===== src/rtl/bpc_pkg.sv =====
package bpc_pkg;
  typedef enum logic [2:0] {
    MODE_GPIO  = 3'd0,
    MODE_DMX8  = 3'd1,
    MODE_DMX16 = 3'd2,
    MODE_MUX8  = 3'd3,
    MODE_MUX16 = 3'd4
  } bus_mode_e;

  // lane taken by the bus controller in this layout
  function automatic logic lane_owned(input logic [2:0] mode, input int lane);
    case (mode)
      MODE_DMX8:                         return (lane == 0);
      MODE_DMX16, MODE_MUX8, MODE_MUX16: return 1'b1;
      default:                           return 1'b0;
    endcase
  endfunction

  // upper lane in 8-bit multiplexed layout keeps the address byte
  function automatic logic lane_addr_only(input logic [2:0] mode, input int lane);
    return (mode == MODE_MUX8) && (lane != 0);
  endfunction

  function automatic logic lane_loads(input logic [2:0] mode, input int lane,
                                      input logic addr_phase);
    return lane_owned(mode, lane) && (!lane_addr_only(mode, lane) || addr_phase);
  endfunction
endpackage


===== src/rtl/bpc_sync.sv =====
module bpc_sync #(
  parameter int W      = 16,
  parameter int STAGES = 2
) (
  input  logic         clk,
  input  logic         rst_n,
  input  logic [W-1:0] d,
  output logic [W-1:0] q
);
  localparam int CW = STAGES * W;

  logic [CW-1:0] chain_q;
  logic [CW-1:0] chain_d;

  always_comb begin
    chain_d = (chain_q << W) | {{(CW - W){1'b0}}, d};
  end

  always_ff @(posedge clk or negedge rst_n) begin
    if (!rst_n) chain_q <= '0;
    else        chain_q <= chain_d;
  end

  assign q = chain_q[CW-1 -: W];
endmodule


===== src/rtl/bpc_lane.sv =====
module bpc_lane #(
  parameter int W = 8
) (
  input  logic         clk,
  input  logic         rst_n,
  input  logic         owned,
  input  logic         load_alt,
  input  logic         force_oe,
  input  logic         sw_lat_we,
  input  logic         sw_dir_we,
  input  logic [W-1:0] sw_wdata,
  input  logic [W-1:0] alt_byte,
  input  logic         bc_oe,
  output logic [W-1:0] pad_out,
  output logic [W-1:0] pad_oe,
  output logic [W-1:0] dir_val
);
  logic [W-1:0] lat_q, lat_d;
  logic [W-1:0] dir_q, dir_d;
  logic         lat_en;

  // latch input multiplexer: bus path while owned, register path otherwise
  always_comb begin
    lat_en = owned ? load_alt : sw_lat_we;
    lat_d  = owned ? alt_byte : sw_wdata;
    dir_d  = sw_dir_we ? sw_wdata : dir_q;
  end

  always_ff @(posedge clk or negedge rst_n) begin
    if (!rst_n) begin
      lat_q <= '0;
      dir_q <= '0;
    end else begin
      if (lat_en) lat_q <= lat_d;
      dir_q <= dir_d;
    end
  end

  always_comb begin
    if (!owned)       pad_oe = dir_q;
    else if (force_oe) pad_oe = '1;
    else              pad_oe = {W{bc_oe}};
  end

  assign pad_out = lat_q;
  assign dir_val = dir_q;

  p_bus_load_r5: assert property (@(posedge clk) disable iff (!rst_n)
    (owned && load_alt) |=> (pad_out == $past(alt_byte)));

  p_owned_hold_r9: assert property (@(posedge clk) disable iff (!rst_n)
    (owned && !load_alt) |=> $stable(pad_out));

  p_sw_write_r2: assert property (@(posedge clk) disable iff (!rst_n)
    (!owned && sw_lat_we) |=> (pad_out == $past(sw_wdata)));

  p_dir_return_r4: assert property (@(posedge clk) disable iff (!rst_n)
    ($past(owned) && !owned) |-> (pad_oe == dir_val));

  p_addr_drive_r6: assert property (@(posedge clk) disable iff (!rst_n)
    (owned && force_oe) |-> (pad_oe == {W{1'b1}}));
endmodule


===== src/rtl/bus_port_ctrl.sv =====
module bus_port_ctrl
  import bpc_pkg::*;
#(
  parameter int LANE_W      = 8,
  parameter int SYNC_STAGES = 2
) (
  input  logic                   clk,
  input  logic                   rst_n,
  input  logic                   reg_wr,
  input  logic                   reg_addr,
  input  logic [1:0]             reg_wbe,
  input  logic [2*LANE_W-1:0]    reg_wdata,
  output logic [2*LANE_W-1:0]    reg_rdata,
  output logic                   wr_dropped,
  input  logic [2:0]             bus_mode,
  input  logic                   bc_oe,
  input  logic                   alt_addr_phase,
  input  logic [2*LANE_W-1:0]    alt_dout,
  output logic [2*LANE_W-1:0]    alt_din,
  input  logic [2*LANE_W-1:0]    pad_in,
  output logic [2*LANE_W-1:0]    pad_out,
  output logic [2*LANE_W-1:0]    pad_oe
);
  localparam int LANES = 2;
  localparam int PW    = LANES * LANE_W;

  // asynchronous assertion, synchronous release
  logic [1:0] rst_ff;
  logic       rst_sync_n;

  always_ff @(posedge clk or negedge rst_n) begin
    if (!rst_n) rst_ff <= 2'b00;
    else        rst_ff <= {rst_ff[0], 1'b1};
  end
  assign rst_sync_n = rst_ff[1];

  logic [LANES-1:0] own_mask;
  logic [PW-1:0]    dir_all;
  logic [PW-1:0]    pin_sync;
  logic             lat_wr, dir_wr;
  logic             drop_d, drop_q;

  assign lat_wr = reg_wr && !reg_addr;
  assign dir_wr = reg_wr &&  reg_addr;

  for (genvar gl = 0; gl < LANES; gl++) begin : g_lane
    localparam int LO = gl * LANE_W;

    assign own_mask[gl] = lane_owned(bus_mode, gl);

    bpc_lane #(.W(LANE_W)) lane_i (
      .clk       (clk),
      .rst_n     (rst_sync_n),
      .owned     (own_mask[gl]),
      .load_alt  (lane_loads(bus_mode, gl, alt_addr_phase)),
      .force_oe  (lane_addr_only(bus_mode, gl)),
      .sw_lat_we (lat_wr && reg_wbe[gl]),
      .sw_dir_we (dir_wr && reg_wbe[gl]),
      .sw_wdata  (reg_wdata[LO +: LANE_W]),
      .alt_byte  (alt_dout[LO +: LANE_W]),
      .bc_oe     (bc_oe),
      .pad_out   (pad_out[LO +: LANE_W]),
      .pad_oe    (pad_oe[LO +: LANE_W]),
      .dir_val   (dir_all[LO +: LANE_W])
    );

    assign alt_din[LO +: LANE_W] = own_mask[gl] ? pad_in[LO +: LANE_W] : '0;
  end

  bpc_sync #(.W(PW), .STAGES(SYNC_STAGES)) sync_i (
    .clk   (clk),
    .rst_n (rst_sync_n),
    .d     (pad_in),
    .q     (pin_sync)
  );

  assign reg_rdata = reg_addr ? dir_all : pin_sync;

  always_comb begin
    drop_d = lat_wr && ((reg_wbe & own_mask) != '0);
  end

  always_ff @(posedge clk or negedge rst_sync_n) begin
    if (!rst_sync_n) drop_q <= 1'b0;
    else             drop_q <= drop_d;
  end

  assign wr_dropped = drop_q;

  p_drop_flag_r9: assert property (@(posedge clk) disable iff (!rst_sync_n)
    (lat_wr && ((reg_wbe & own_mask) != '0)) |=> wr_dropped);

  p_drop_pulse_r9: assert property (@(posedge clk) disable iff (!rst_sync_n)
    (!lat_wr) |=> !wr_dropped);

  p_gpio_modes_r11: assert property (@(posedge clk) disable iff (!rst_sync_n)
    (bus_mode > 3'd4) |-> (alt_din == '0 && pad_oe == dir_all));
endmodule


===== config.mk =====
export PLATFORM = sky130hd
export DESIGN_NAME = bus_port_ctrl
export DESIGN_NICKNAME = d
export VERILOG_FILES = /design/src/rtl/bpc_pkg.sv /design/src/rtl/bpc_sync.sv /design/src/rtl/bpc_lane.sv /design/src/rtl/bus_port_ctrl.sv
export SDC_FILE = /design/constraint.sdc
export NUM_CORES = 1
export LEC_CHECK = 0
export BUFFER_PORTS_ARGS = -buffer_cell sky130_fd_sc_hd__buf_2
export CORE_MARGIN = 2
export CORE_UTILIZATION = 47
export DETAILED_ROUTE_END_ITERATION = 8
export GPL_TIMING_DRIVEN = 0
export PLACE_DENSITY_LB_ADDON = 0.2
export SLEW_MARGIN = 10
export SYNTH_ARGS = -nofsm -noshare
export SYNTH_HDL_FRONTEND = slang
export SYNTH_SLANG_ARGS = --single-unit
export TNS_END_PERCENT = 20

===== constraint.sdc =====
create_clock -name clk -period 2.65 [get_ports clk]
set_input_delay 0.1325 -clock clk [delete_from_list [all_inputs] [get_ports clk]]
set_output_delay 0.1325 -clock clk [all_outputs]
set_load 0.1 [all_outputs]

==> flow_summary.html, run 1 <==
<table>
<tr><th>Metric</th><th>Value</th></tr>
<tr><th colspan="2">Yosys</th></tr>
<tr><td>Number of warnings printed during yosys synthesis</td><td>0</td></tr>
<tr><td>Simple-gate share of the synthesized area</td><td>9.35%</td></tr>
<tr><td>Count of mapped cells out of synthesis</td><td>209</td></tr>
<tr><td>Synthesized flop and latch total</td><td>between 60 and 70</td></tr>
<tr><td>Fraction of registers with async set or reset after synthesis</td><td>100%</td></tr>
<tr><td>Area share of fa/ha/maj cells after synthesis</td><td>0%</td></tr>
<tr><td>Number of library cell types mapped by synthesis</td><td>31</td></tr>
<tr><td>Most area-consuming cells after synthesis</td><td>sky130_fd_sc_hd__dfrtp_1 61%, sky130_fd_sc_hd__mux2_2 13%, sky130_fd_sc_hd__a21o_1 4.4%, sky130_fd_sc_hd__mux2i_1 2.9%, sky130_fd_sc_hd__and2_1 1.8%</td></tr>
<tr><td>Post-Synthesis Net Count</td><td>268</td></tr>
<tr><td>Predominant post-synthesis flop cell</td><td>sky130_fd_sc_hd__dfrtp_1</td></tr>
<tr><td>Area of the mapped netlist</td><td>2740 um^2</td></tr>
<tr><td>Largest family of logic cells by synthesized area</td><td>multiplexers</td></tr>
<tr><td>Synthesized area per cell</td><td>around 13 um^2</td></tr>
<tr><td>Dominant cell by count in the synthesized netlist</td><td>sky130_fd_sc_hd__dfrtp_1</td></tr>
<tr><td>Area fraction of the dominant cell type after synthesis</td><td>61.1%</td></tr>
<tr><td>Portion of netlist area occupied by mux cells</td><td>~16%</td></tr>
<tr><td>Synthesized-area fraction occupied by ao, oa, aoi and oai cells</td><td>a little over 10%</td></tr>
<tr><td>Commonest cells in the synthesized netlist</td><td>67 x sky130_fd_sc_hd__dfrtp_1, 32 x sky130_fd_sc_hd__mux2_2, 16 x sky130_fd_sc_hd__a21o_1, 9 x sky130_fd_sc_hd__nand2_1, 9 x sky130_fd_sc_hd__nor2_1</td></tr>
<tr><td>Post-synth EDFFs</td><td>0</td></tr>
<tr><td>Post-synthesis sequential area ratio</td><td>roughly 61%</td></tr>
<tr><td>Area leader, netlist</td><td>sky130_fd_sc_hd__dfrtp_1</td></tr>
<tr><td>Post-Synth XOR/XNOR Area</td><td>0.912%</td></tr>
<tr><th colspan="2">Layout</th></tr>
<tr><td>Antenna cells</td><td>0</td></tr>
<tr><td>Final core occ</td><td>69.5%</td></tr>
<tr><td>Layout-stage area growth over the synthesis result</td><td>41.2%</td></tr>
<tr><td>Count of nets after finishing</td><td>420</td></tr>
<tr><td>Layout cells sized above 1</td><td>slightly above 50%</td></tr>
<tr><th colspan="2">Worst setup path</th></tr>
<tr><td>Kind of critical path</td><td>in2out</td></tr>
<tr><td>CP Capture Type</td><td>primary output</td></tr>
<tr><td>Crit path max-delay cell type</td><td>sky130_fd_sc_hd__xnor2_1</td></tr>
<tr><td>Required @ worst endpoint</td><td>around 2500 ps</td></tr>
<tr><td>Worst R2R End</td><td>g_lane[0].lane_i.dir_val[2]$_DFFE_PN0P_</td></tr>
<tr><td>Slowest cell delay on critical path</td><td>about 500 ps</td></tr>
<tr><td>FF-to-FF Start</td><td>rst_ff[1]$_DFF_PN0_</td></tr>
<tr><td>Arrival time reported for the critical path endpoint</td><td>1890 ps</td></tr>
<tr><td>Peak fanout along the critical path</td><td>10</td></tr>
<tr><td>Flop-to-flop setup slack</td><td>~1700 ps</td></tr>
<tr><td>Critical path launch point type</td><td>input pin</td></tr>
<tr><td>Most Frequent Cell on Critical Path</td><td>sky130_fd_sc_hd__buf_2</td></tr>
<tr><td>Worst Reg-to-Reg Cells</td><td>0</td></tr>
<tr><td>Cells along the critical path</td><td>buf_2, nor2_2, xnor2_1, clkbuf_1, and2_1, buf_2</td></tr>
<tr><th colspan="2">Clocking</th></tr>
<tr><td>Number of buffers inserted during clock tree synthesis</td><td>9</td></tr>
<tr><td>CTS tree</td><td>yes</td></tr>
<tr><td>Worst skew pair latency</td><td>330 ps</td></tr>
<tr><td>Clock net sink count</td><td>67</td></tr>
<tr><td>CTS root buf</td><td>sky130_fd_sc_hd__clkbuf_8</td></tr>
<tr><td>Level count of the clock H-tree</td><td>3</td></tr>
<tr><td>Worst-path clk slew</td><td>~70 ps</td></tr>
<tr><td>Post-cts gate resize count</td><td>0</td></tr>
<tr><td>Number of buffers between clock root and the deepest sink</td><td>2</td></tr>
<tr><th colspan="2">Routing</th></tr>
<tr><td>Wire length per cell after detailed routing</td><td>between 15 and 20 um</td></tr>
<tr><td>Number of iterations in the first detailed-routing pass</td><td>4</td></tr>
<tr><td>Routed via count</td><td>2156</td></tr>
<tr><td>Antenna-violating nets left</td><td>0</td></tr>
<tr><td>Detailed-route DRC error count</td><td>0</td></tr>
<tr><td>Routed vias/inst</td><td>~4.9</td></tr>
<tr><td>Final Routed Wirelength</td><td>6710 um</td></tr>
<tr><td>Violation count after the first detailed-routing iteration</td><td>70</td></tr>
<tr><th colspan="2">Hold path</th></tr>
<tr><td>Worst Min Path Start</td><td>alt_dout[5]</td></tr>
<tr><td>Hold path cells</td><td>3</td></tr>
<tr><td>Endpoint of the worst hold-timing path</td><td>g_lane[0].lane_i.pad_out[5]$_DFFE_PN0P_</td></tr>
<tr><td>Path type of the worst min-delay path</td><td>in2reg</td></tr>
<tr><th colspan="2">Timing</th></tr>
<tr><td>Setup TNS</td><td>0 ps</td></tr>
<tr><td>Count of final hold-check violations</td><td>0</td></tr>
<tr><td>Slew of the pin with the lowest slew margin</td><td>801 ps</td></tr>
<tr><td>RSZ-0062 raised after global routing</td><td>false</td></tr>
<tr><td>Relative max-transition margin</td><td>46.6%</td></tr>
<tr><td>Clock period minus final worst setup slack</td><td>roughly 2000 ps</td></tr>
<tr><td>Upper clock frequency limit</td><td>0.494 GHz</td></tr>
<tr><td>Slew Viols, Final</td><td>0</td></tr>
<tr><td>Setup violation total in the final timing report</td><td>0</td></tr>
<tr><td>Worst clock skew on the final layout</td><td>about 9 ps</td></tr>
<tr><td>Fin crit share</td><td>76.4%</td></tr>
<tr><th colspan="2">Placement</th></tr>
<tr><td>Count of port buffers added during placement</td><td>roughly 120</td></tr>
<tr><td>Half-perimeter wire length after placement</td><td>between 4000 and 5000 um</td></tr>
<tr><td>Weighted congestion at the end of routability-driven global placement</td><td>approximately 0.78</td></tr>
<tr><th colspan="2">Global routing</th></tr>
<tr><td>Global-route usage over all layers</td><td>between 20 and 25%</td></tr>
<tr><td>Vias in the first global route</td><td>2184</td></tr>
<tr><td>Wire length of the first global-routing pass</td><td>about 11000 um</td></tr>
<tr><td>Pin count of the biggest net entering global routing</td><td>66</td></tr>
<tr><td>Congestion Overflow GR</td><td>0</td></tr>
<tr><td>Initial antenna violation count</td><td>0</td></tr>
<tr><th colspan="2">Die</th></tr>
<tr><td>Number of rows in the core area</td><td>27</td></tr>
<tr><td>X dimension of the die</td><td>approximately 80 um</td></tr>
<tr><td>Chip height</td><td>between 80 and 90 um</td></tr>
<tr><td>Initial Utilization</td><td>between 40% and 50%</td></tr>
<tr><td>Core region area</td><td>5570 um^2</td></tr>
<tr><td>Die Outline Area</td><td>between 6000 and 7000 um^2</td></tr>
<tr><td>Number of top-level pins</td><td>124</td></tr>
<tr><th colspan="2">Power and ir drop</th></tr>
<tr><td>Leak Pwr</td><td>2.01 nW</td></tr>
<tr><td>Power density relative to cell area</td><td>between 900 and 1000 nW/um^2</td></tr>
<tr><td>Maximum vdd ir drop</td><td>approximately 0.59 mV</td></tr>
<tr><td>Total power draw</td><td>between 3 and 4 mW</td></tr>
<tr><th colspan="2">Run status</th></tr>
<tr><td>Status</td><td>completed</td></tr>
<tr><th colspan="2">Run</th></tr>
<tr><td>Number of max-capacitance violations reported</td><td>0</td></tr>
</table>
## metrics by stage
step,hold slack (ps),cell area [um^2],std cells,worst slack [ps]
finish,9.51,3870,438,626
global route,13.5,3870,438,438
CTS,0.510,3870,438,646
detailed placement,-79.4,3450,404,648
global placement,-82.4,3450,404,9.66
floorplan,-163,2740,209,531
## cells by family (layout without fill, tap and decap cells)
group,Yosys count,count (layout)
buf+inv,11,168
mux,40,40
xor+xnor,2,2
flops,67,67
other cells,1,1
compound gates,43,43
simple gates,45,45
## routing by layer
| metal | wire, um | GRT usage, % | up-vias |
|---|---|---|---|
| met1 | 2950 | 30.5 | 1038 |
| met5 | 0 | 0 | - |
| li1 | - | - | 1029 |
| met4 | 59 | 7.63 | 0 |
| met3 | 408 | 4.27 | 6 |
| met2 | 3300 | 35.2 | 83 |
## where the power goes
part / switching, mW / internal, mW / leakage (nW)
Clock: 0.371 / 0.648 / 0.123
Sequential: 0.0853 / 1.13 / 0.783
Combinational: 1.17 / 0.275 / 1.10
## critical path, delay by kind of cell
kind | cells | cell delay (ps)
simple gates | 2 | 270
xor+xnor | 1 | 500
buf+inv | 3 | 970
## sequential cells by signal, indices dropped and copies added (netlist names)
name	cells
rst_ff	2
wr_dropped	1
sync_i.chain_q	32
g_lane.lane_i.dir_val	16
g_lane.lane_i.pad_out	16
## final cells by class
class | count | area, um^2
Clock buffer | 11 | 141
Fill cell | 427 | 1700
Inverter | 2 | 7.51
Buffer | 9 | 51.3
Sequential cell | 67 | 1680
Multi-Input combinational cell | 131 | 1010
Tap cell | 72 | 90.1
Clock inverter | 5 | 100
Timing Repair Buffer | 141 | 796
## cell usage in the layout, fill, tap and decap left out, drive strengths merged
cell type	netlist	routed
buf	7	130
o31a	1	1
nand4bb	1	1
dlygate4sd3	0	18
nor3b	1	1
nand2	9	9
xnor2	1	1
or3b	1	1
nand3b	1	1
dfrtp	67	67
mux2	32	32
and2	8	8
nor2b	9	9
inv	2	2
clkinv	0	2
o22ai	8	8
clkbuf	2	13
bufinv	0	3
nand3	2	2
conb	1	1
a21o	16	16
a21oi	8	8
nor2	11	11
mux2i	8	8
o21ai	9	9
o2bb2ai	1	1
and3b	2	2
xor2	1	1
## worst max path at each step
| stage | from | endpoint |
|---|---|---|
| 2_1_floorplan | bus_mode[1] | alt_din[13] |
| 3_3_place_gp | rst_ff[1]$_DFF_PN0_ | g_lane[1].lane_i.pad_out[7]$_DFFE_PN0P_ |
| 3_5_place_dp | bus_mode[1] | alt_din[4] |
| 4_1_cts | bus_mode[1] | alt_din[4] |
| 5_1_grt | bus_mode[1] | alt_din[4] |
| 6_report | bus_mode[1] | alt_din[4] |
## timing repair
action | CTS | global route
hold buffers | 18 | 0
hold endpoints to repair | 19 | 0
setup buffers | 0 | 0
Power figures use the tool's default switching activity.
==> inputs of run 2 (changes only) <==
CORE_UTILIZATION = 42   (was 47)
clock period = 1.7 ns   (was 2.65 ns; I/O delays follow)
==> flow_summary.html, run 2 (same netlist as run 1, synthesis figures left out) <==
<table>
<tr><th>Metric</th><th>Value</th></tr>
<tr><th colspan="2">Run status</th></tr>
<tr><td>Status</td><td>completed</td></tr>
<tr><th colspan="2">Layout</th></tr>
<tr><td>Area of combinational cells with multiple inputs</td><td>1030 um^2 (+2.5%)</td></tr>
<tr><td>Number of filler cells placed in the layout</td><td>487 (+14%)</td></tr>
<tr><td>Layout cells sized above 1</td><td>48.8% (-1.7 points)</td></tr>
<tr><td>Layout-stage area growth over the synthesis result</td><td>51.0%</td></tr>
<tr><td>Leading cell type in the layout, fill and taps excluded</td><td>sky130_fd_sc_hd__buf_2</td></tr>
<tr><td>Commonest cells after routing, fill and taps aside</td><td>111 x sky130_fd_sc_hd__buf_2, 66 x sky130_fd_sc_hd__dfrtp_1, 40 x sky130_fd_sc_hd__dlygate4sd3_1</td></tr>
<tr><td>Seq. cell area</td><td>1680 um^2 (unchanged)</td></tr>
<tr><td>Antenna cells</td><td>0 (unchanged)</td></tr>
<tr><td>Count of nets after finishing</td><td>443 (+5.5%)</td></tr>
<tr><td>Largest register by flop count</td><td>sync_i.chain_q</td></tr>
<tr><td>Max FFs per register</td><td>32 (unchanged)</td></tr>
<tr><th colspan="2">Clocking</th></tr>
<tr><td>Worst-path clk slew</td><td>60 ps (about the same)</td></tr>
<tr><td>Clock net sink count</td><td>67 (unchanged)</td></tr>
<tr><td>Worst skew pair latency</td><td>340 ps (about the same)</td></tr>
<tr><td>Post-CTS setup buffer count</td><td>0 (unchanged)</td></tr>
<tr><td>Number of buffers inserted during clock tree synthesis</td><td>9 (unchanged)</td></tr>
<tr><td>Level count of the clock H-tree</td><td>3 (unchanged)</td></tr>
<tr><td>Number of buffers between clock root and the deepest sink</td><td>2 (unchanged)</td></tr>
<tr><td>CTS tree</td><td>yes</td></tr>
<tr><td>CTS root buf</td><td>sky130_fd_sc_hd__clkbuf_8</td></tr>
<tr><th colspan="2">Worst setup path</th></tr>
<tr><td>Kind of critical path</td><td>in2out</td></tr>
<tr><td>Arrival time reported for the critical path endpoint</td><td>1540 ps (-350 ps)</td></tr>
<tr><td>Critical path launch point type</td><td>input pin</td></tr>
<tr><td>Peak fanout along the critical path</td><td>10 (unchanged)</td></tr>
<tr><td>CP Capture Type</td><td>primary output</td></tr>
<tr><td>Required @ worst endpoint</td><td>1620 ps (-900 ps)</td></tr>
<tr><td>FF-to-FF Start</td><td>g_lane[0].lane_i.dir_val[3]$_DFFE_PN0P_</td></tr>
<tr><td>Launching element of the worst setup path</td><td>bus_mode[1]</td></tr>
<tr><th colspan="2">Die</th></tr>
<tr><td>Number of rows in the core area</td><td>29 (+7.4%)</td></tr>
<tr><td>Die Outline Area</td><td>7200 um^2 (+11%)</td></tr>
<tr><td>Chip height</td><td>84.8 um (+5.5%)</td></tr>
<tr><td>Number of top-level pins</td><td>124 (unchanged)</td></tr>
<tr><td>Initial Utilization</td><td>43.2% (-6.0 points)</td></tr>
<tr><td>X dimension of the die</td><td>84.8 um (+5.5%)</td></tr>
<tr><td>Core region area</td><td>6350 um^2 (+14%)</td></tr>
<tr><th colspan="2">Routing</th></tr>
<tr><td>Wire length per cell after detailed routing</td><td>15.8 um (+3.0%)</td></tr>
<tr><td>Routed vias/inst</td><td>4.84 (-1.6%)</td></tr>
<tr><td>Violation count after the first detailed-routing iteration</td><td>85 (+21%)</td></tr>
<tr><td>Detailed-route DRC error count</td><td>0 (unchanged)</td></tr>
<tr><td>Antenna-violating nets left</td><td>0 (unchanged)</td></tr>
<tr><td>Routed via count</td><td>2256 (+4.6%)</td></tr>
<tr><td>Final Routed Wirelength</td><td>7350 um (+9.5%)</td></tr>
<tr><td>Number of iterations in the first detailed-routing pass</td><td>4 (unchanged)</td></tr>
<tr><th colspan="2">Hold path</th></tr>
<tr><td>Worst Min Path Start</td><td>reg_wdata[3]</td></tr>
<tr><td>Path type of the worst min-delay path</td><td>in2reg</td></tr>
<tr><th colspan="2">Timing</th></tr>
<tr><td>Fin crit share</td><td>a little over nine tenths</td></tr>
<tr><td>Post-route worst hold slack</td><td>24.9 ps (+15.4 ps)</td></tr>
<tr><td>Setup TNS</td><td>0 ps (unchanged)</td></tr>
<tr><td>Clock period minus final worst setup slack</td><td>roughly 1600 ps</td></tr>
<tr><td>RSZ-0062 raised after global routing</td><td>false</td></tr>
<tr><td>Worst clock skew on the final layout</td><td>5.93 ps (-3.13 ps)</td></tr>
<tr><td>Setup violation total in the final timing report</td><td>0 (unchanged)</td></tr>
<tr><td>Fin worst setup slack</td><td>79.7 ps (-547 ps)</td></tr>
<tr><td>Relative max-transition margin</td><td>56.0% (+9.4 points)</td></tr>
<tr><td>Count of final hold-check violations</td><td>0 (unchanged)</td></tr>
<tr><td>Slew of the pin with the lowest slew margin</td><td>660 ps (-141 ps)</td></tr>
<tr><td>Slew Viols, Final</td><td>0 (unchanged)</td></tr>
<tr><td>Upper clock frequency limit</td><td>roughly 0.62 GHz</td></tr>
<tr><th colspan="2">Global routing</th></tr>
<tr><td>Wire length of the first global-routing pass</td><td>11400 um (+6.4%)</td></tr>
<tr><td>Pin count of the biggest net entering global routing</td><td>34 (-48%)</td></tr>
<tr><td>Global-route usage over all layers</td><td>21.0% (-1.1 points)</td></tr>
<tr><td>Congestion Overflow GR</td><td>0 (unchanged)</td></tr>
<tr><td>Initial antenna violation count</td><td>0 (unchanged)</td></tr>
<tr><td>Vias in the first global route</td><td>2331 (+6.7%)</td></tr>
<tr><th colspan="2">Placement</th></tr>
<tr><td>Half-perimeter wire length after placement</td><td>4840 um (+1.9%)</td></tr>
<tr><td>Count of port buffers added during placement</td><td>123 (unchanged)</td></tr>
<tr><td>Weighted congestion at the end of routability-driven global placement</td><td>0.816 (+4.3%)</td></tr>
<tr><td>Worst setup timing slack at the placement stage</td><td>-266 ps (-914 ps)</td></tr>
<tr><th colspan="2">Power and ir drop</th></tr>
<tr><td>Leak Pwr</td><td>2.10 nW (+4.9%)</td></tr>
<tr><td>Maximum vdd ir drop</td><td>0.902 mV (+52%)</td></tr>
<tr><td>Power density relative to cell area</td><td>1340 nW/um^2 (+41%)</td></tr>
<tr><th colspan="2">Run</th></tr>
<tr><td>Number of max-capacitance violations reported</td><td>0 (unchanged)</td></tr>
</table>
## run 2: layer usage
metal,global-route usage [%],share of wire [%]
met5,0,0
met4,9.38,1.6
met3,5.74,5.3
met2,33.6,49
met1,27.0,45
## run 2: power by group
group | internal, mW | switching [mW]
logic | 0.502 | 1.86
clock network | 0.710 | 0.596
registers | 1.77 | 0.115
total | 2.98 | 2.57
## run 2: what timing repair did
action,4_1_cts,5_1_grt
hold buffers,39,1
endpoints found under the hold margin,40,1
pin swaps,0,0
resized for setup,9,13
setup endpoints to repair,14,11
## run 2: per-stage QoR
step           std cells  util [%]  instance area [um^2]  total power [mW]
6_report             466      65.2                  4140              5.55
5_1_grt              466      65.2                  4140              5.76
4_1_cts              465      64.5                  4090              5.56
3_5_place_dp         410      54.8                  3480              4.16
3_3_place_gp         409      54.5                  3460              4.13
2_1_floorplan        209         -                  2750              3.79
## run 2: final cells by class
type | instances | share of cell area (%)
well taps | 77 | 2.33
plain buffers | 9 | 1.27
inverters | 2 | 0.181
multi-input cells | 131 | 24.9
clock inverters | 5 | 1.27
repair buffers | 164 | 26.0
flip-flops and latches | 67 | 40.6
clock buffers | 11 | 3.41
## run 2: critical path, stage by stage
cell and delay (ps):
sky130_fd_sc_hd__buf_2 130, sky130_fd_sc_hd__nor2_2 210, sky130_fd_sc_hd__xnor2_2 230, sky130_fd_sc_hd__clkbuf_2 320
sky130_fd_sc_hd__and2_1 150, sky130_fd_sc_hd__buf_2 410
## run 2: worst paths after layout
check / end / slack (ps) / cells past startpoint
min: g_lane[0].lane_i.dir_val[3]$_DFFE_PN0P_ / 20 / 2
max: alt_din[3] / 80 / 6
min reg2reg: sync_i.chain_q[2]$_DFF_PN0_ / 270 / 0
max in group asynchronous: g_lane[1].lane_i.dir_val[6]$_DFFE_PN0P_ / 910 / 1
max reg2reg: g_lane[0].lane_i.dir_val[3]$_DFFE_PN0P_ / 880 / 1
min in group asynchronous: rst_ff[1]$_DFF_PN0_ / 50 / 2
==> inputs of run 3 (changes only) <==
RECOVER_POWER = 100   (was default)
==> flow_summary.html, run 3 (same netlist as run 1, synthesis figures left out) <==
<table>
<tr><th>Metric</th><th>Value</th></tr>
<tr><th colspan="2">Clocking</th></tr>
<tr><td>Clock net sink count</td><td>67 (unchanged)</td></tr>
<tr><td>Level count of the clock H-tree</td><td>3 (unchanged)</td></tr>
<tr><td>CTS root buf</td><td>sky130_fd_sc_hd__clkbuf_8</td></tr>
<tr><td>CTS tree</td><td>yes</td></tr>
<tr><td>Post-CTS setup buffer count</td><td>0 (unchanged)</td></tr>
<tr><td>Worst-path clk slew</td><td>60 ps (about the same)</td></tr>
<tr><td>Number of buffers between clock root and the deepest sink</td><td>2 (unchanged)</td></tr>
<tr><td>Number of buffers inserted during clock tree synthesis</td><td>9 (unchanged)</td></tr>
<tr><td>Worst skew pair latency</td><td>350 ps (about the same)</td></tr>
<tr><th colspan="2">Layout</th></tr>
<tr><td>Commonest cells after routing, fill and taps aside</td><td>67 x sky130_fd_sc_hd__dfrtp_1, 52 x sky130_fd_sc_hd__buf_2, 46 x sky130_fd_sc_hd__clkbuf_2</td></tr>
<tr><td>Area of combinational cells with multiple inputs</td><td>1030 um^2 (unchanged)</td></tr>
<tr><td>Final core occ</td><td>64.9% (-0.34 points)</td></tr>
<tr><td>Leading cell type in the layout, fill and taps excluded</td><td>sky130_fd_sc_hd__dfrtp_1</td></tr>
<tr><td>Antenna cells</td><td>0 (unchanged)</td></tr>
<tr><td>Count of nets after finishing</td><td>443 (unchanged)</td></tr>
<tr><td>Largest register by flop count</td><td>sync_i.chain_q</td></tr>
<tr><td>Max FFs per register</td><td>32 (unchanged)</td></tr>
<tr><td>Layout cells sized above 1</td><td>45.0% (-3.9 points)</td></tr>
<tr><td>Layout-stage area growth over the synthesis result</td><td>50.2%</td></tr>
<tr><td>Seq. cell area</td><td>1680 um^2 (-0.22%)</td></tr>
<tr><td>Number of filler cells placed in the layout</td><td>491 (+0.82%)</td></tr>
<tr><th colspan="2">Run status</th></tr>
<tr><td>Status</td><td>completed</td></tr>
<tr><th colspan="2">Worst setup path</th></tr>
<tr><td>Most Frequent Cell on Critical Path</td><td>sky130_fd_sc_hd__buf_2</td></tr>
<tr><td>Critical path launch point type</td><td>input pin</td></tr>
<tr><td>Flop-to-flop setup slack</td><td>350 ps (-530 ps)</td></tr>
<tr><td>CP Capture Type</td><td>primary output</td></tr>
<tr><td>Required @ worst endpoint</td><td>1620 ps (about the same)</td></tr>
<tr><td>Peak fanout along the critical path</td><td>10 (unchanged)</td></tr>
<tr><td>Slowest cell delay on critical path</td><td>410 ps (about the same)</td></tr>
<tr><td>Worst R2R End</td><td>g_lane[1].lane_i.dir_val[6]$_DFFE_PN0P_</td></tr>
<tr><td>Crit path max-delay cell type</td><td>sky130_fd_sc_hd__buf_2</td></tr>
<tr><td>Cell family with the largest share of critical-path delay</td><td>buffers and inverters</td></tr>
<tr><td>Buffer and inverter count on the worst path</td><td>3 (unchanged)</td></tr>
<tr><td>Cells along the critical path</td><td>buf_2, nor2_2, xnor2_2, clkbuf_2, and2_1, buf_2</td></tr>
<tr><td>Worst Reg-to-Reg Cells</td><td>1 (unchanged)</td></tr>
<tr><td>Arrival time reported for the critical path endpoint</td><td>1530 ps (about the same)</td></tr>
<tr><td>Kind of critical path</td><td>in2out</td></tr>
<tr><td>FF-to-FF Start</td><td>rst_ff[1]$_DFF_PN0_</td></tr>
<tr><th colspan="2">Timing</th></tr>
<tr><td>Setup TNS</td><td>0 ps (unchanged)</td></tr>
<tr><td>Count of final hold-check violations</td><td>0 (unchanged)</td></tr>
<tr><td>Clock period minus final worst setup slack</td><td>1620 ps (-0.541 ps)</td></tr>
<tr><td>Fin crit share</td><td>95.3% (about the same)</td></tr>
<tr><td>Slew of the pin with the lowest slew margin</td><td>1330 ps (+667 ps)</td></tr>
<tr><td>Post-route worst hold slack</td><td>21.9 ps (-2.97 ps)</td></tr>
<tr><td>Worst clock skew on the final layout</td><td>6.18 ps (+0.253 ps)</td></tr>
<tr><td>Relative max-transition margin</td><td>11.5% (-44 points)</td></tr>
<tr><td>Setup violation total in the final timing report</td><td>0 (unchanged)</td></tr>
<tr><td>Slew Viols, Final</td><td>0 (unchanged)</td></tr>
<tr><td>RSZ-0062 raised after global routing</td><td>false</td></tr>
<tr><td>Upper clock frequency limit</td><td>0.617 GHz (about the same)</td></tr>
<tr><td>Fin worst setup slack</td><td>80.2 ps (+0.540 ps)</td></tr>
<tr><th colspan="2">Die</th></tr>
<tr><td>Number of rows in the core area</td><td>29 (unchanged)</td></tr>
<tr><td>Initial Utilization</td><td>43.2% (unchanged)</td></tr>
<tr><td>Chip height</td><td>84.8 um (unchanged)</td></tr>
<tr><td>Die Outline Area</td><td>7200 um^2 (unchanged)</td></tr>
<tr><td>Core region area</td><td>6350 um^2 (unchanged)</td></tr>
<tr><td>X dimension of the die</td><td>84.8 um (unchanged)</td></tr>
<tr><td>Number of top-level pins</td><td>124 (unchanged)</td></tr>
<tr><th colspan="2">Routing</th></tr>
<tr><td>Wire length per cell after detailed routing</td><td>15.7 um (-0.30%)</td></tr>
<tr><td>Final Routed Wirelength</td><td>7330 um (-0.30%)</td></tr>
<tr><td>Routed vias/inst</td><td>4.81 (-0.71%)</td></tr>
<tr><td>Antenna-violating nets left</td><td>0 (unchanged)</td></tr>
<tr><td>Violation count after the first detailed-routing iteration</td><td>73 (-14%)</td></tr>
<tr><td>Number of iterations in the first detailed-routing pass</td><td>4 (unchanged)</td></tr>
<tr><td>Detailed-route DRC error count</td><td>0 (unchanged)</td></tr>
<tr><td>Routed via count</td><td>2240 (-0.71%)</td></tr>
<tr><th colspan="2">Placement</th></tr>
<tr><td>Weighted congestion at the end of routability-driven global placement</td><td>0.816 (unchanged)</td></tr>
<tr><td>Count of port buffers added during placement</td><td>123 (unchanged)</td></tr>
<tr><td>Worst setup timing slack at the placement stage</td><td>-266 ps (unchanged)</td></tr>
<tr><td>Half-perimeter wire length after placement</td><td>4840 um (unchanged)</td></tr>
<tr><th colspan="2">Hold path</th></tr>
<tr><td>Hold path cells</td><td>2 (unchanged)</td></tr>
<tr><td>Path type of the worst min-delay path</td><td>in2reg</td></tr>
<tr><td>Worst Min Path Start</td><td>reg_wdata[3]</td></tr>
<tr><td>Endpoint of the worst hold-timing path</td><td>g_lane[0].lane_i.dir_val[3]$_DFFE_PN0P_</td></tr>
<tr><th colspan="2">Global routing</th></tr>
<tr><td>Congestion Overflow GR</td><td>0 (unchanged)</td></tr>
<tr><td>Wire length of the first global-routing pass</td><td>11400 um (unchanged)</td></tr>
<tr><td>Global-route usage over all layers</td><td>21.0% (unchanged)</td></tr>
<tr><td>Initial antenna violation count</td><td>0 (unchanged)</td></tr>
<tr><td>Vias in the first global route</td><td>2331 (unchanged)</td></tr>
<tr><td>Pin count of the biggest net entering global routing</td><td>34 (unchanged)</td></tr>
<tr><th colspan="2">Power and ir drop</th></tr>
<tr><td>Leak Pwr</td><td>2.07 nW (-1.8%)</td></tr>
<tr><td>Power density relative to cell area</td><td>1340 nW/um^2 (+0.38%)</td></tr>
<tr><td>Maximum vdd ir drop</td><td>0.901 mV (-0.13%)</td></tr>
<tr><th colspan="2">Run</th></tr>
<tr><td>Number of max-capacitance violations reported</td><td>0 (unchanged)</td></tr>
</table>
[run 3: repair_timing]
item,4_1_cts,5_1_grt
pin swaps,0,0
gates cloned,0,0
endpoints found under the hold margin,40,1
hold buffers,39,1
resized for setup,9,13
setup endpoints to repair,14,11
[run 3: how the worst max path moves through the flow]
stage | cells past startpoint | start | end
after floorplan | 4 | bus_mode[1] | alt_din[13]
after detailed placement | 6 | bus_mode[0] | alt_din[3]
after global routing | 6 | bus_mode[1] | pad_oe[6]
final | 6 | bus_mode[1] | alt_din[3]
after global placement | 6 | bus_mode[0] | alt_din[3]
after CTS | 6 | bus_mode[2] | pad_oe[8]
[run 3: cell type report]
class / instances / share of cell area (%)
multi-input combinational: 131 / 25.1
sequential: 67 / 40.7
tap: 77 / 2.34
inverter: 2 / 0.182
clock buffer: 11 / 3.43
buffer: 9 / 1.24
timing repair buffer: 164 / 25.8
clock inverter: 5 / 1.28
[run 3: metrics by stage]
step	cells	area (um^2)	power, mW
after floorplan	209	2750	3.79
after global placement	409	3460	4.13
after detailed placement	410	3480	4.16
after CTS	465	4090	5.56
after global routing	466	4120	5.76
final	466	4120	5.54
[run 3: routing by layer]
layer,track usage [%],vias to the layer above,part of all wire (%)
li1,-,1075,-
met1,27.0,1091,44
met2,33.6,64,49
met3,5.74,10,5.4
met4,9.38,0,1.7
met5,0,-,0
[run 3: report_power, final]
| group | switching [mW] | internal, mW |
|---|---|---|
| logic | 1.86 | 0.490 |
| registers | 0.118 | 1.77 |
| clock network | 0.597 | 0.710 |
| total | 2.57 | 2.97 |
